==> src/rtl/fill_check_seq.sv <==
module fill_check_seq #(
  parameter int            WORDS = 1024,
  parameter int            AW    = 10,
  parameter int            DW    = 32,
  parameter logic [DW-1:0] STEP  = 32'h0404_0404
) (
  input  logic          clk,
  input  logic          rst,
  input  logic          go,
  input  logic          soft_rst,
  output logic          done,
  output logic          error,
  output logic [AW-1:0] fail_addr,
  output logic          mem_en,
  output logic          mem_we,
  output logic [AW-1:0] mem_addr,
  output logic [DW-1:0] mem_wdata,
  input  logic [DW-1:0] mem_rdata
);
  localparam logic [AW-1:0] LAST = AW'(WORDS - 1);

  typedef enum logic [2:0] {S_IDLE, S_WR, S_RD, S_FLUSH, S_DONE} st_t;

  st_t           st;
  logic [AW-1:0] cnt, chk_addr;
  logic [DW-1:0] pat, chk_exp;
  logic          chk_vld;

  assign mem_en    = (st == S_WR) || (st == S_RD);
  assign mem_we    = (st == S_WR);
  assign mem_addr  = cnt;
  assign mem_wdata = pat;
  assign done      = (st == S_DONE);

  always_ff @(posedge clk) begin
    if (rst || soft_rst) begin
      st        <= S_IDLE;
      cnt       <= '0;
      pat       <= '0;
      chk_vld   <= 1'b0;
      chk_exp   <= '0;
      chk_addr  <= '0;
      error     <= 1'b0;
      fail_addr <= '0;
    end else begin
      chk_vld  <= (st == S_RD);
      chk_exp  <= pat;
      chk_addr <= cnt;
      if (chk_vld && mem_rdata != chk_exp && !error) begin
        error     <= 1'b1;
        fail_addr <= chk_addr;
      end
      case (st)
        S_IDLE: if (go) begin
          st        <= S_WR;
          error     <= 1'b0;
          fail_addr <= '0;
        end
        S_WR, S_RD: begin
          if (cnt == LAST) begin
            st  <= (st == S_WR) ? S_RD : S_FLUSH;
            cnt <= '0;
            pat <= '0;
          end else begin
            cnt <= cnt + 1'b1;
            pat <= pat + STEP;
          end
        end
        S_FLUSH: st <= S_DONE;
        S_DONE:  if (!go) st <= S_IDLE;
        default: st <= S_IDLE;
      endcase
    end
  end
endmodule

==> config.mk <==
export PLATFORM = sky130hd
export DESIGN_NAME = fill_check_seq
export DESIGN_NICKNAME = d
export VERILOG_FILES = /design/src/rtl/fill_check_seq.sv
export SDC_FILE = /design/constraint.sdc
export NUM_CORES = 1
export LEC_CHECK = 0
export BUFFER_PORTS_ARGS = -buffer_cell sky130_fd_sc_hd__buf_2
export CAP_MARGIN = 20
export CORE_MARGIN = 5
export CORE_UTILIZATION = 45
export CTS_BUF_LIST = sky130_fd_sc_hd__clkbuf_8
export CTS_CLUSTER_SIZE = 30
export DETAILED_ROUTE_END_ITERATION = 12
export PLACE_DENSITY = 0.68
export SYNTH_ARGS = -nofsm -noshare
export SYNTH_HDL_FRONTEND = slang
export SYNTH_SLANG_ARGS = --single-unit
==> constraint.sdc <==
create_clock -name clk -period 2.83 [get_ports clk]
set_input_delay 0.566 -clock clk [delete_from_list [all_inputs] [get_ports clk]]
set_output_delay 0.566 -clock clk [all_outputs]
set_load 0.1 [all_outputs]
Word-level counts from Yosys, hierarchy flattened
Cells that the tools add are included.
Word-level totals
  output and inout port bits: 56
  register bits: 99
  word-level logic and storage cells: 40
  input bits: 36
Cells by class
  $add $sub $neg: 2
  reduce and logical (&&, ||, !) cells: 8
  equal/unequal tests: 9
  muxes and demuxes: 13
Operator list (number)
  10-bit two-way mux: 4
  32-bit by 27-bit adder with 32-bit output (second input constant): 1
  32-bit two-way mux: 1
  32-bit inequality test: 1
  3-bit case mux with 4 select lines: 1
  10-bit by 1-bit adder with 10-bit output (second input constant): 1
  10-bit == test (second input constant): 1
  3-bit two-way mux: 3
  3-bit by 2-bit == test with 1-bit output (second input constant): 2
  2-bit inequality test (second input constant): 3
  1-bit two-way mux: 4
  3-bit by 1-bit == test with 1-bit output (second input constant): 1
  3-bit == test (second input constant): 1
  3-bit zero test: 1
  3-bit AND reduction: 1
  1-bit logical AND: 2
  1-bit logical OR: 2
  2-bit OR reduction: 1
  1-bit zero test: 1

Longest topological paths before layout
Gate-level depths: netlist of run 1.
  depth in word-level cells: 6
  depth in mapped cells: 8
  mapped depth without buffers: 6

Worst setup path before layout of run 1
Ideal clock, no wire load.
  path type: reg-to-output
  start: register st[2]
  end: output done
  data required time: 2264 ps
  cell stages (with the launch flop): 3
  arrival time: 2583 ps
  path buffers: 0
  slack: -319 ps
  cell sequence: dfxtp_1 inv_1 nor3_1
Between the ends
  word-level cells in the longest chain between the ends: 1
RTL lines
  start: declaration: line 24  | st_t st;
  start signal: assignment: line 61  | st <= (st == S_WR) ? S_RD : S_FLUSH;
  3-bit == test: line 33  | assign done = (st == S_DONE);
  end: declaration: line 11  | output logic done,
Every way passes these cells.

Worst setup path after layout of run 1
  start: register st[0]
  end: output mem_en
Between the ends
  word-level cells in the longest chain between the ends: 2
  elaborated cells between the ends (all ways): 3
  those cells by class: eq/ne: 2; reduce/logical: 1
RTL lines
  3-bit by 1-bit == test with 1-bit output or 3-bit by 2-bit == test with 1-bit output (tied branches): line 29  | assign mem_en = (st == S_WR) || (st == S_RD);
  1-bit logical OR *: line 29
  end: declaration: line 14  | output logic mem_en,
Mark *: on every way between the ends. The rest lies on a longest branch, timed or not.

==> flow_summary.ini, run 1 <==
[setup_path]
critPathCaptureType = primary output
crit_fanout = 21
path_cells = xor2_4, nand2_4, clkinv_2, buf_2
required_ps = 2260
worstPathArrival_ps = 1980
slowest_delay_ps = 560
cp_slowest_cell = dfxtp_1
cp_top_family = buffers and inverters
crit_type = reg2out
start_kind = flop
critPathBufInv = 2

[synthesis]
netlist_top_cells_count = 95 x dfxtp_1, 43 x xnor2_1, 39 x and2_1, 39 x nor2_1, 32 x nand2_1
synth_ff_type = dfxtp_1
netlist_instances = 423
muxShareOfSynthArea = 0.02973
avgSynthCellArea_um2 = 9.551
synth_warnings = 0
synth-xor-area-share = 0.1195
ys_types = 56
synth_top_family_by_area = simple AND/OR/NAND/NOR gates
ys_seq_elements = 95
synth_top_area_frac = 0.4707
syn_area_mm2 = 0.004040
synth_area_leaders = dfxtp_1 47%, xnor2_1 9.3%, and2_1 6.0%
synth_edf_count = 0
synth_simple_gate_area_frac = 0.2363
yosys.area.top_type = dfxtp_1
synth.yosys.seq_area_share = 0.4707
synth.most_common_cell = dfxtp_1
synth_fa_ha_area_frac = 0.006194
async_reset_ff_frac = 0
synth_compound_area_frac = 0.1028

[cts]
root_buffer = clkbuf_8
cts_tree = yes
clk_latency_ps = 370
numCtsBuffers = 9
cts_hold_buf = 0
clkTransAtPathRegs_ps = 90
cts_max_level = 3
post-cts-setup-buffers = 0
cts_buffer_depth = 2
clock_sinks = 95
ctsResizeCount = 0

[flow_run]
drv_cap = 0

[power]
p_clk_frac = 0.374
peakVddDrop_mv = 0.2287
p_total_w = 0.002390
p_leak_nw = 1.894
power_frac_seq = 0.562
switching_share = 0.2457
p_int_w = 0.001803
power_switching_w = 0.0005872
comb_power_share = 0.064
power_density_mw_per_mm2 = 501.6

[cells_and_area]
nNetsFinal = 548
seqCellArea_mm2 = 0.001902
utilization = 0.5463
fillCellCount = 814
syn_to_final_growth_pct = 17.93
diodes = 0
layout-drive-gt1-share = 0.2544
multi_input_area_mm2 = 0.002013

[outcome]
status = complete, no violations

[grt]
grt_use_met1 = 0.2464
grt_pass1_vias = 3102
grt_overflow = 0
grt_max_degree = 26
met2_usage = 0.2729
antenna_found_initial = 0
grt.busiest_layer = met2
use_met3 = 0.03206
grt_pass1_wl_um = 15880
grt_util_all_layers = 0.1773

[place]
port_buffers = 89
gp_congestion = 0.7779
post-place-ws_ps = 630.7
dp_hpwl_um = 7083

[floorplanning]
io-pin-count = 92
die_area_mm2 = 0.01097
num_rows = 34
die_w_um = 104.8
fp.dieH_um = 104.8
core_area_mm2 = 0.008721
start_util = 0.4633

[route]
firstDrtPassIters = 4
wl_per_cell_um = 15.26
wl_um = 9506
vias = 3196
ant_nets = 0
vias_per_cell = 5.130
drt_iter0_drc = 159
post-route-drc-count = 0

[timing]
postLayoutSetupSlackWorst_ps = 281.2
grt_setup_unrepaired = no
finalCriticalPeriod_ps = 2549
setup_viol = 0
max_slew.worst_pin.slew_ps = 563.3
period_share = 0.9006
hold_viol_final = 0
relSlewSlack = 0.6231
skew_ps = 10.16
finalSetupTns_ps = 0
drv_slew = 0
max_freq_mhz = 392.3

[min_path]
hold_class = reg2reg
## layout make-up
class,instances,share of cell area
well taps,108,0.02836
clock inverters,7,0.01523
inverters,5,0.004202
flip-flops and latches,95,0.3992
clock buffers,9,0.02600
multi-input cells,303,0.4225
repair buffers,96,0.1045
## metrics by stage
step,instances,hold WS (ps),cell area (µm²)
after detailed placement,607,437.9,4568
final,623,447.1,4765
after global routing,623,473.0,4765
after CTS,623,452.3,4765
after global placement,607,431.9,4568
after floorplan,424,423.6,4049
## cell usage in the layout, fill, tap and decap left out, types with 12 or more instances in the layout
cell type	n
a21oi_1	16
and2_1	39
buf_2	89
dfxtp_1	95
mux2i_1	12
nand2_1	32
nand3_1	12
nor2_1	38
xnor2_1	43
## per-layer routing
layer / share of wire / vias up
met4: 0.015 / 0
met5: 0 / -
li1: - / 1611
met1: 0.46 / 1482
met3: 0.069 / 11
met2: 0.45 / 92
## worst paths after layout
kind	slack (ps)	endpoint	startpoint	cells past startpoint
worst min-delay path	450	fail_addr[1]	chk_addr[1]	2
worst max register to register	600	mem_wdata[31]	st[0]	7
worst max-delay path	280	mem_en	st[0]	4
worst min register to register	450	fail_addr[1]	chk_addr[1]	2
## state kept, by name, indices dropped and copies added, names as in the netlist
register and cells:
fail_addr 10, chk_vld 1, chk_addr 10, st 3
error 1, mem_wdata 30, chk_exp 30, mem_addr 10
## tightest hold or removal path, cell delays in order, from the launching register on
cell and delay, ps:
dfxtp_1 310, nand2_1 50, mux2i_1 50
## power by group through the flow
stage / combinational, W / sequential, W / clock, W
global placement: 0.000151 / 0.00137 / 0
finish: 0.000153 / 0.00134 / 0.000893
global route: 0.000167 / 0.00134 / 0.000961
detailed placement: 0.000154 / 0.00138 / 0
CTS: 0.000154 / 0.00134 / 0.000908
floorplan: 0.0000945 / 0.00139 / 0
## kinds of logic after synthesis
| family | after synthesis |
|---|---|
| other | 1 |
| adder cells (fa/ha/maj) | 2 |
| multiplexers | 12 |
| flip-flops | 95 |
| AND/OR/NAND/NOR | 178 |
| XOR/XNOR | 53 |
| buffers and inverters | 26 |
| AO/OA/AOI/OAI | 56 |
No activity file was read; power rests on OpenSTA's default activity.
==> run 2: changes to the inputs <==
--- a/config.mk
+++ b/config.mk
@@ -5,6 +5,7 @@
 export SDC_FILE = /design/constraint.sdc
 export NUM_CORES = 1
 export LEC_CHECK = 0
+export ABC_AREA = 1
 export BUFFER_PORTS_ARGS = -buffer_cell sky130_fd_sc_hd__buf_2
 export CAP_MARGIN = 20
 export CORE_MARGIN = 5
@@ -12,7 +13,8 @@
 export CTS_BUF_LIST = sky130_fd_sc_hd__clkbuf_8
 export CTS_CLUSTER_SIZE = 30
 export DETAILED_ROUTE_END_ITERATION = 12
-export PLACE_DENSITY = 0.68
+export HOLD_SLACK_MARGIN = 0.06
+export PLACE_DENSITY = 0.67
 export SYNTH_ARGS = -nofsm -noshare
 export SYNTH_HDL_FRONTEND = slang
 export SYNTH_SLANG_ARGS = --single-unit
==> run 2 against run 1 <==
Synthesized cell count is 67% higher. Clock-buffer cell count rose by 1. Design area up 13%. Maximum frequency increased by 8.8%. Global-route usage up 1.4 points.
==> flow_summary.ini, run 2 <==
[timing]
drv_slew = 0
grt_setup_unrepaired = no
hold_viol_final = 0
skew_ps = 7.904
period_share = 0.8275
finalCriticalPeriod_ps = 2342
max_slew.worst_pin.slew_ps = 590.5
finalSetupTns_ps = 0
hold_ws_ps = 486.8
relSlewSlack = 0.6058
max_freq_mhz = 427.0
setup_viol = 0

[grt]
grt_util_all_layers = 0.1914
grt_pass1_vias = 4077
grt_pass1_wl_um = 19590
grt_overflow = 0
met2_usage = 0.3080
grt.busiest_layer = met2
antenna_found_initial = 0
grt_use_met1 = 0.2651
grt_max_degree = 46
use_met3 = 0.03439

[floorplanning]
die_area_mm2 = 0.01237
fp.dieH_um = 111.2
core_area_mm2 = 0.01014
start_util = 0.4549
num_rows = 37
die_w_um = 111.2
io-pin-count = 92

[min_path]
hold_class = reg2reg
whs_path_depth = 2

[cts]
clock_sinks = 95
cts_hold_buf = 0
numCtsBuffers = 9
root_buffer = clkbuf_8
cts_max_level = 3
clkTransAtPathRegs_ps = 90
ctsResizeCount = 0
cts_tree = yes
clk_latency_ps = 350
post-cts-setup-buffers = 0
cts_buffer_depth = 2

[power]
p_leak_nw = 2.462
power_density_mw_per_mm2 = 488.8
peakVddDrop_mv = 0.2813

[synthesis]
synth_ff_type = dfxtp_1
ys_seq_elements = 95
synth_edf_count = 0
async_reset_ff_frac = 0
synth.most_common_cell = nand2_1
netlist_top_cells_count = 206 x nand2_1, 146 x inv_1, 95 x dfxtp_1
synth_top_area_frac = 0.4124
syn_area_mm2 = 0.004612
synth.yosys.seq_area_share = 0.4124
yosys.area.top_type = dfxtp_1
ys_types = 36
netlist_instances = 705
synth_warnings = 0
synth_area_leaders = dfxtp_1 41%, nand2_1 17%, inv_1 12%
avgSynthCellArea_um2 = 6.542

[setup_path]
path_cells = nor2_2, nand2_1, nand2_2, buf_2
critPathCaptureType = primary output
crit_cells = 4
start_kind = flop
worstRegToRegCells = 8
cp_top_family = simple AND/OR/NAND/NOR gates
worstPathArrival_ps = 1780
crit_fanout = 15
cp_slowest_cell = buf_2
critPathBufInv = 1
slowest_delay_ps = 500
required_ps = 2260
crit_type = reg2out

[cells_and_area]
fillCellCount = 1048
most-common-layout-cells = 206 x nand2_1, 146 x inv_1, 95 x dfxtp_1, 92 x nor2_1, 89 x buf_2
diodes = 0
syn_to_final_growth_pct = 16.77
layout-drive-gt1-share = 0.1593
nNetsFinal = 830
mostFrequentLayoutCell = nand2_1

[place]
dp_hpwl_um = 8976
port_buffers = 89
gp_congestion = 0.8892

[route]
post-route-drc-count = 0
drt_iter0_drc = 208
ant_nets = 0
wl_per_cell_um = 12.38
wl_um = 11550
firstDrtPassIters = 4
vias = 4251
vias_per_cell = 4.556

[outcome]
status = complete, no violations

[flow_run]
drv_cap = 0
[run 2: per-layer routing]
layer  part of all wire  vias up  routed length [µm]
met1               0.48     1857                5594
met3              0.052        6                 603
met5                  0        -                   0
li1                   -     2284                   -
met4             0.0091        0                 105
met2               0.45      104                5244
[run 2: cell type report]
type / count / area (µm²) / share of cell area
tap: 136 / 170.2 / 0.03160
clock inverter: 6 / 91.34 / 0.01696
clock buffer: 10 / 137.6 / 0.02556
sequential: 95 / 1902 / 0.3532
multi-input combinational: 445 / 2061 / 0.3827
timing repair buffer: 91 / 460.4 / 0.08550
inverter: 150 / 563.0 / 0.1046
[run 2: report_power, final]
group | switching [W] | total, W | internal (W)
logic | 0.000200 | 0.000266 | 0.0000657
registers | 0.0000116 | 0.00136 | 0.00135
clock network | 0.000482 | 0.00101 | 0.000527
[run 2: kinds of logic (layout without fill, tap and decap cells)]
family          count (synthesis)  after routing  synth area share
compound gates                 46             46           0.05833
buf+inv                       166            257            0.1427
other cells                     1              2         0.0008131
xor+xnor                       22             22           0.04178
fa+ha+maj                       2              2          0.005425
flops                          95             95            0.4124
simple gates                  373            373            0.3386
[run 2: worst paths after layout]
path | from | end | slack [ps]
worst max-delay path | st[0] | mem_en | 490
worst min-delay path | mem_wdata[3] | chk_exp[3] | 490
worst max register to register | st[0] | mem_wdata[31] | 730
worst min register to register | mem_wdata[3] | chk_exp[3] | 490
[run 2: worst register-to-register path, cell delays in order, from the launching register on]
cell and delay, ps:
dfxtp_1 370, nor2_2 160, nand2_1 100, nand2_2 290, inv_2 340, o21ai_2 540
inv_1 90, nand2_1 80, nor2_1 30
[run 2: through the flow]
step / instances / setup slack, ps / total power [W] / area [µm²] / utilization
global placement: 917 / 728.8 / 0.001651 / 5156 / 0.5086
CTS: 933 / 474.0 / 0.002652 / 5385 / 0.5312
floorplan: 706 / 384.1 / 0.001591 / 4621 / -
finish: 933 / 488.2 / 0.002632 / 5385 / 0.5312
detailed placement: 917 / 685.6 / 0.001655 / 5156 / 0.5086
global route: 933 / 342.4 / 0.002746 / 5385 / 0.5312
